**src/rtl/latchedSerialDriverPkg.sv**
```systemverilog
package latchedSerialDriverPkg;

  typedef struct packed {
    logic shiftEn;
    logic dataBit;
    logic latchEn;
    logic blankOn;
  } ctlStrobes_t;

endpackage

```
**src/rtl/sldSync.sv**
```systemverilog
module sldSync #(
  parameter int WIDTH  = 4,
  parameter int STAGES = 2
) (
  input  logic             clk,
  input  logic             rstN,
  input  logic [WIDTH-1:0] asyncIn,
  output logic [WIDTH-1:0] syncOut
);

  logic [WIDTH-1:0] pipe [STAGES];

  for (genvar s = 0; s < STAGES; s++) begin : g_stage
    if (s == 0) begin : g_first
      always_ff @(posedge clk) begin
        if (!rstN) pipe[s] <= '0;
        else       pipe[s] <= asyncIn;
      end
    end else begin : g_next
      always_ff @(posedge clk) begin
        if (!rstN) pipe[s] <= '0;
        else       pipe[s] <= pipe[s-1];
      end
    end
  end

  assign syncOut = pipe[STAGES-1];

endmodule

```
**src/rtl/sldControl.sv**
```systemverilog
module sldControl
  import latchedSerialDriverPkg::*;
#(
  parameter int SETUP_CYC      = 8,
  parameter int HOLD_CYC       = 8,
  parameter int CLK_PW_CYC     = 15,
  parameter int DATA_PW_CYC    = 15,
  parameter int STB_PW_CYC     = 10,
  parameter int CLK_TO_STB_CYC = 30
) (
  input  logic        clk,
  input  logic        rstN,
  input  logic        violClear,
  input  logic        synData,
  input  logic        synClk,
  input  logic        synStrobe,
  input  logic        synBlank,
  output ctlStrobes_t ctl,
  output logic        violPulse,
  output logic        timingViol
);

  localparam int CW = $clog2(SETUP_CYC + HOLD_CYC + CLK_PW_CYC + DATA_PW_CYC
                             + STB_PW_CYC + CLK_TO_STB_CYC + 2) + 1;
  localparam int NEVT = 4;
  localparam int EV_DATA = 0;
  localparam int EV_RISE = 1;
  localparam int EV_CEDGE = 2;
  localparam int EV_STB = 3;

  localparam logic [CW-1:0] LIM_SETUP = CW'(SETUP_CYC);
  localparam logic [CW-1:0] LIM_HOLD  = CW'(HOLD_CYC);
  localparam logic [CW-1:0] LIM_CPW   = CW'(CLK_PW_CYC);
  localparam logic [CW-1:0] LIM_DPW   = CW'(DATA_PW_CYC);
  localparam logic [CW-1:0] LIM_SPW   = CW'(STB_PW_CYC);
  localparam logic [CW-1:0] LIM_C2S   = CW'(CLK_TO_STB_CYC);

  logic prevData, prevClk, prevStb;
  logic clkRise, clkFall, dataChg, stbRise, stbFall;
  logic [NEVT-1:0] evt;
  logic [CW-1:0] since [NEVT];
  logic [5:0] ruleBad;

  always_ff @(posedge clk) begin
    if (!rstN) begin
      prevData <= 1'b0;
      prevClk  <= 1'b0;
      prevStb  <= 1'b0;
    end else begin
      prevData <= synData;
      prevClk  <= synClk;
      prevStb  <= synStrobe;
    end
  end

  assign clkRise = synClk & ~prevClk;
  assign clkFall = ~synClk & prevClk;
  assign dataChg = synData ^ prevData;
  assign stbRise = synStrobe & ~prevStb;
  assign stbFall = ~synStrobe & prevStb;

  assign evt[EV_DATA]  = dataChg;
  assign evt[EV_RISE]  = clkRise;
  assign evt[EV_CEDGE] = clkRise | clkFall;
  assign evt[EV_STB]   = stbRise;

  // Each counter holds the number of cycles since its event, saturating.
  for (genvar g = 0; g < NEVT; g++) begin : g_since
    always_ff @(posedge clk) begin
      if (!rstN)                since[g] <= '1;
      else if (evt[g])          since[g] <= CW'(1);
      else if (since[g] != '1)  since[g] <= since[g] + CW'(1);
    end
  end

  assign ruleBad[0] = clkRise && (since[EV_DATA] < LIM_SETUP);
  assign ruleBad[1] = dataChg && (since[EV_RISE] < LIM_HOLD);
  assign ruleBad[2] = dataChg && (since[EV_DATA] < LIM_DPW);
  assign ruleBad[3] = (clkRise | clkFall) && (since[EV_CEDGE] < LIM_CPW);
  assign ruleBad[4] = stbFall && (since[EV_STB] < LIM_SPW);
  assign ruleBad[5] = stbRise && (since[EV_RISE] < LIM_C2S);

  assign violPulse = |ruleBad;

  always_ff @(posedge clk) begin
    if (!rstN)          timingViol <= 1'b0;
    else if (violPulse) timingViol <= 1'b1;
    else if (violClear) timingViol <= 1'b0;
  end

  always_comb begin
    ctl.shiftEn = clkRise;
    ctl.dataBit = synData;
    ctl.latchEn = synStrobe;
    ctl.blankOn = synBlank;
  end

endmodule

```
**src/rtl/sldDatapath.sv**
```systemverilog
module sldDatapath
  import latchedSerialDriverPkg::*;
#(
  parameter int N = 20
) (
  input  logic        clk,
  input  logic        rstN,
  input  ctlStrobes_t ctl,
  output logic [N-1:0] shiftWord,
  output logic [N-1:0] latchWord,
  output logic [N-1:0] parOut,
  output logic         serOut
);

  always_ff @(posedge clk) begin
    if (!rstN)            shiftWord <= '0;
    else if (ctl.shiftEn) shiftWord <= {shiftWord[N-2:0], ctl.dataBit};
  end

  for (genvar i = 0; i < N; i++) begin : g_bit
    always_ff @(posedge clk) begin
      if (!rstN)            latchWord[i] <= 1'b0;
      else if (ctl.latchEn) latchWord[i] <= shiftWord[i];
    end
    assign parOut[i] = latchWord[i] & ~ctl.blankOn;
  end

  assign serOut = shiftWord[N-1];

endmodule

```
**src/rtl/latchedSerialDriver.sv**
```systemverilog
module latchedSerialDriver
  import latchedSerialDriverPkg::*;
#(
  parameter int N              = 20,
  parameter int SYNC_STAGES    = 2,
  parameter int SETUP_CYC      = 8,
  parameter int HOLD_CYC       = 8,
  parameter int CLK_PW_CYC     = 15,
  parameter int DATA_PW_CYC    = 15,
  parameter int STB_PW_CYC     = 10,
  parameter int CLK_TO_STB_CYC = 30
) (
  input  logic         clk,
  input  logic         rstN,
  input  logic         serIn,
  input  logic         shiftClk,
  input  logic         strobeIn,
  input  logic         blankIn,
  input  logic         violClear,
  output logic [N-1:0] parOut,
  output logic         serOut,
  output logic         timingViol
);

  localparam int LANES = 4;

  logic [LANES-1:0] rawIn, synIn;
  ctlStrobes_t ctl;
  logic violPulse;
  logic [N-1:0] shiftWord, latchWord;

  assign rawIn = {blankIn, strobeIn, shiftClk, serIn};

  sldSync #(.WIDTH(LANES), .STAGES(SYNC_STAGES)) sync_i (
    .clk(clk), .rstN(rstN), .asyncIn(rawIn), .syncOut(synIn)
  );

  sldControl #(
    .SETUP_CYC(SETUP_CYC), .HOLD_CYC(HOLD_CYC), .CLK_PW_CYC(CLK_PW_CYC),
    .DATA_PW_CYC(DATA_PW_CYC), .STB_PW_CYC(STB_PW_CYC),
    .CLK_TO_STB_CYC(CLK_TO_STB_CYC)
  ) ctrl_i (
    .clk(clk), .rstN(rstN), .violClear(violClear),
    .synData(synIn[0]), .synClk(synIn[1]), .synStrobe(synIn[2]),
    .synBlank(synIn[3]), .ctl(ctl), .violPulse(violPulse),
    .timingViol(timingViol)
  );

  sldDatapath #(.N(N)) dp_i (
    .clk(clk), .rstN(rstN), .ctl(ctl), .shiftWord(shiftWord),
    .latchWord(latchWord), .parOut(parOut), .serOut(serOut)
  );

endmodule

```
**config.mk**
```make
export PLATFORM = sky130hd
export DESIGN_NAME = latchedSerialDriver
export DESIGN_NICKNAME = d
export VERILOG_FILES = /design/src/rtl/latchedSerialDriverPkg.sv /design/src/rtl/sldSync.sv /design/src/rtl/sldControl.sv /design/src/rtl/sldDatapath.sv /design/src/rtl/latchedSerialDriver.sv
export SDC_FILE = /design/constraint.sdc
export NUM_CORES = 1
export LEC_CHECK = 0
export BUFFER_PORTS_ARGS = -buffer_cell sky130_fd_sc_hd__buf_2
export CAP_MARGIN = 20
export CORE_ASPECT_RATIO = 1.1
export CORE_MARGIN = 5
export CORE_UTILIZATION = 54
export CTS_CLUSTER_DIAMETER = 120
export DETAILED_ROUTE_END_ITERATION = 7
export PLACE_DENSITY_LB_ADDON = 0.2
export SLEW_MARGIN = 20
export SYNTH_ARGS = -nofsm -noshare
export SYNTH_HDL_FRONTEND = slang
export SYNTH_HIERARCHICAL = 1
export SYNTH_SLANG_ARGS = --single-unit
```
**constraint.sdc**
```tcl
create_clock -name clk -period 1.7 [get_ports clk]
set_input_delay 0.34 -clock clk [delete_from_list [all_inputs] [get_ports clk]]
set_output_delay 0.34 -clock clk [all_outputs]
set_load 0.01 [all_outputs]
```
# Word-level counts from Yosys, hierarchy flattened
# Memories as Yosys holds them, arrays and structs flattened.
# Cells that the tools add are included.
# W data, S select, Z words.
[totals] regBits=44 ramBits=40 input_bits=7 output_inout_bits=22 word_cells=132 mem_count=2
[op_classes] addsub=4 n_lt_le_gt_ge=6 n_eq_ne=4 mux=42 n_bitwise=41 n_reduce_logical=8
[mem_list] name="ctrl_i.since" depth=4 width=8 rd=4 rd_clocked_by_memory_dff=0 write_ports=4 line="sldControl.sv:41" text="logic [CW-1:0] since [NEVT];"
[mem_list] name="sync_i.pipe" depth=2 width=4 rd=2 rd_clocked_by_memory_dff=0 write_ports=2 line="sldSync.sv:11" text="logic [WIDTH-1:0] pipe [STAGES];"
[op_table] cell="$mux W8" n=8
[op_table] cell="$lt A8 B4 Y1 const B" n=5
[op_table] cell="$add A8 B1 Y8 const B" n=4
[op_table] cell="$mux W1" n=32
[op_table] cell="$ne A8 B8 Y1 const B" n=4
[op_table] cell="$and A1 B1 Y1" n=24
[op_table] cell="$or A1 B1 Y1" n=11
[op_table] cell="$lt A8 B5 Y1 const B" n=1
[op_table] cell="$mux W4" n=2
[op_table] cell="$logic_and A1 B1 Y1" n=6
[op_table] cell="$reduce_or A6 Y1" n=1
[op_table] cell="$not A1 Y1" n=5
[op_table] cell="$reduce_bool A2 Y1" n=1
[op_table] cell="$xor A1 B1 Y1" n=1

# Logic depth before layout (Yosys ltp)
[logic_depth] ltp_word=8 ltp_mapped=6 depth_no_buf=6

# Hierarchy
# The synthesis kept the hierarchy.
[by_module_without_submodules] module="sldControl" n_inst=1 cells_per_inst=186 area_each_um2=1968.1 seq_area_each_um2=1041.0
[by_module_without_submodules] module="sldDatapath" n_inst=1 cells_per_inst=151 area_each_um2=1659.1 seq_area_each_um2=800.8
[by_module_without_submodules] module="sldSync" n_inst=1 cells_per_inst=16 area_each_um2=210.2 seq_area_each_um2=160.2

# Worst setup path before layout
# No wires, ideal clock.
[synth_timing] path_type="reg2reg" startpoint="memory ctrl_i/since[1][0] (netlist name)" endpoint="memory ctrl_i/since[1][0] (netlist name), enable pin" setup_ns=0.306 t_arrival_ns=1.335 required_ns=1.394 slack_ns=0.059 stages_incl_launch_ff=4 n_path_buf=0 synth_period_minus_slack_ns=1.641 cell_sequence="edfxtp_1 > ha_1 > nand3_1 > or4_1"
[synth_lines] item="start, declared" line="sldControl.sv:41"

==> results_dict.tcl <==
set metrics [dict create \
    portBuffers 28 \
    grt_pass1_wl_mm 11.7 \
    startpoint "ctrl_i/since[0][9]" \
    syn2layout_area_growth_pct 13.9 \
    drtPass1Iterations 4 \
    grt_pass1_vias 2566 \
    fin_hold_ws_ps 206 \
    drt_iter0_markers 165 \
    period_needed_ps 1600 \
    pwr-share-seq 0.545 \
    diodes 0 \
    net-switching-power_mw 1.30 \
    hold_class "in2reg" \
    syn_inst 351 \
    cts_root_buf "clkbuf_8" \
    multi_input_area_sq_um 1740 \
    place_congestion 0.883 \
    crit_path_cell_trace "ha_1 > nand3_1 > nor3_2 > or3_1 > o21ai_0" \
    ant_nets 0 \
    grt_usage 0.157 \
    wl_mm 6.71 \
    vias 2556 \
    clock_latency_ps 340 \
    hold_depth 2 \
    clock-sinks 84 \
    viasPerCell 5.24 \
    required_ps 1870 \
    max_freq_mhz 624 \
    nets 411 \
    yosysWarnings 6 \
    drv_cap 0 \
    arrival_ps 1780 \
    avgRoutedWirePerCell_um 13.7 \
    coreArea_sq_um 6970 \
    slew_headroom 0.756 \
    hpwl_mm 4.54 \
    numCtsBuffers 9 \
    p_leak_nw 1.64 \
    path_class "reg2reg" \
    syn_avg_cell_area_sq_um 10.9 \
    reg2reg_depth 5 \
    slowest_stage "edfxtp_1" \
    critPathLaunchType "flop" \
    ctsHoldBuffers 0 \
    drive_above_1_share 0.191 \
    p_per_area_nw_per_um2 1070 \
    p_sw_frac 0.279 \
    ios 29 \
    min_from "blankIn" \
    cts_tree "done" \
    finClkSkew_ps 7.49 \
    die_w_um 90.2 \
    max-vdd-ir-drop_v 0.000641 \
    start_util 0.549 \
    register_area_sq_um 2000 \
    synth_area_sq_um 3820 \
    post-route-period-util 0.943 \
    share_comb_of_total_power 0.193 \
    clk_pin_slew_worst_paths_ps 80 \
    synth_nets 363 \
    crit_path_end_kind "flop" \
    clk_path_buf_depth 2 \
    cpPeakStageDelay_ps 430 \
    setup_violations 0 \
    rows 32 \
    cts.htree.levels 3 \
    status "finished, final reports clean" \
    finalHoldViolCount 0 \
    p_clk_frac 0.262 \
    worst_pin_slew_ps 366 \
    antenna_found_initial 0 \
    drv_slew 0 \
    grt_max_degree 47 \
    drcViolationCount 0 \
    dieArea_sq_um 8870 \
    p_total_mw 4.65 \
    die-height_um 98.3 \
    path_max_fanout 6 \
    worstReg2RegStart "ctrl_i/since[0][9]" \
    internal_power_mw 3.35 \
    fillers 613 \
    grt.overflow.total 0 \
]
placed cells by master, fill, tap and decap left out, types with 2 or more instances in the layout:
master    count
and3_1        3
xnor2_1      14
buf_4        24
nand4_1       2
dfxtp_1      52
nor2b_1      55
inv_1         7
xor2_1       12
nand4b_1      2
a21oi_1       9
o21ai_0      20
edfxtp_1     32
mux2i_1      40
nor2_1        7
o21ai_1       3
ha_1          4
nand2_1      16
and2b_1       6
clkbuf_8     10
and2_1       13
nor3_2        2
nand2b_1      2
nand3_1      13
buf_2        28
a31oi_1       2
clkinv_2      4
or3_1         2
nor3_1        4
or4_4         2
critical path, delay by kind of cell (launching register included):
family	cells	cell delay [ps]
fa+ha+maj	1	240
compound gates	1	200
flops	1	430
simple gates	3	570
power groups by stage:
stage,logic (mW),registers [mW],clock network (mW)
finish,0.898,2.53,1.22
global route,1.01,2.56,1.36
CTS,0.869,2.53,1.27
detailed placement,0.847,2.58,0
global placement,0.843,2.56,0
floorplan,0.636,2.53,0
path summary, 6_finish.rpt:
check             slack, ps                   to
setup / recovery        100  ctrl_i/since[0][13]
hold / removal          210    sync_i/pipe[0][3]
hold reg to reg         430    sync_i/pipe[1][2]
setup reg to reg        100  ctrl_i/since[0][13]
metal layers:
metal	share of wire	up-vias	wire, um	track usage
li1	-	1305	-	-
met4	0.013	0	89	0.0607
met2	0.47	35	3150	0.251
met5	0	-	0	0
met1	0.48	1210	3220	0.205
met3	0.038	6	252	0.0393
cell type report:
| cell class | instances | area share |
|---|---|---|
| repair buffers | 52 | 0.0735 |
| clock inverters | 5 | 0.00660 |
| inverters | 7 | 0.00603 |
| flip-flops and latches | 84 | 0.459 |
| multi-input cells | 245 | 0.399 |
| well taps | 85 | 0.0244 |
| clock buffers | 10 | 0.0316 |
sequential cells by signal, summed over array words and instances (netlist names):
register / flops
ctrl_i/prevData: 1
dp_i/latchWord: 20
ctrl_i/timingViol: 1
ctrl_i/prevClk: 1
sync_i/pipe: 8
ctrl_i/since: 32
ctrl_i/prevStb: 1
dp_i/shiftWord: 20
per-stage QoR:
stage                     worst slack, ps   util  std cells  setup TNS (ps)  area (sq um)
after global placement               31.9  0.595        472               0          4140
final                                96.6  0.626        488               0          4360
after detailed placement            -22.6  0.595        472            -180          4140
after floorplan                      59.5      -        351               0          3820
after CTS                            46.1  0.620        487               0          4320
after global routing                -7.67  0.626        488           -11.5          4360
repair_timing:
item                       CTS  global route
buffers inserted             0             1
pin swaps                    0             1
resized for setup            2            10
setup endpoints to repair   14            45
cloned                       0             0
(Power assumes the default switching activity.)
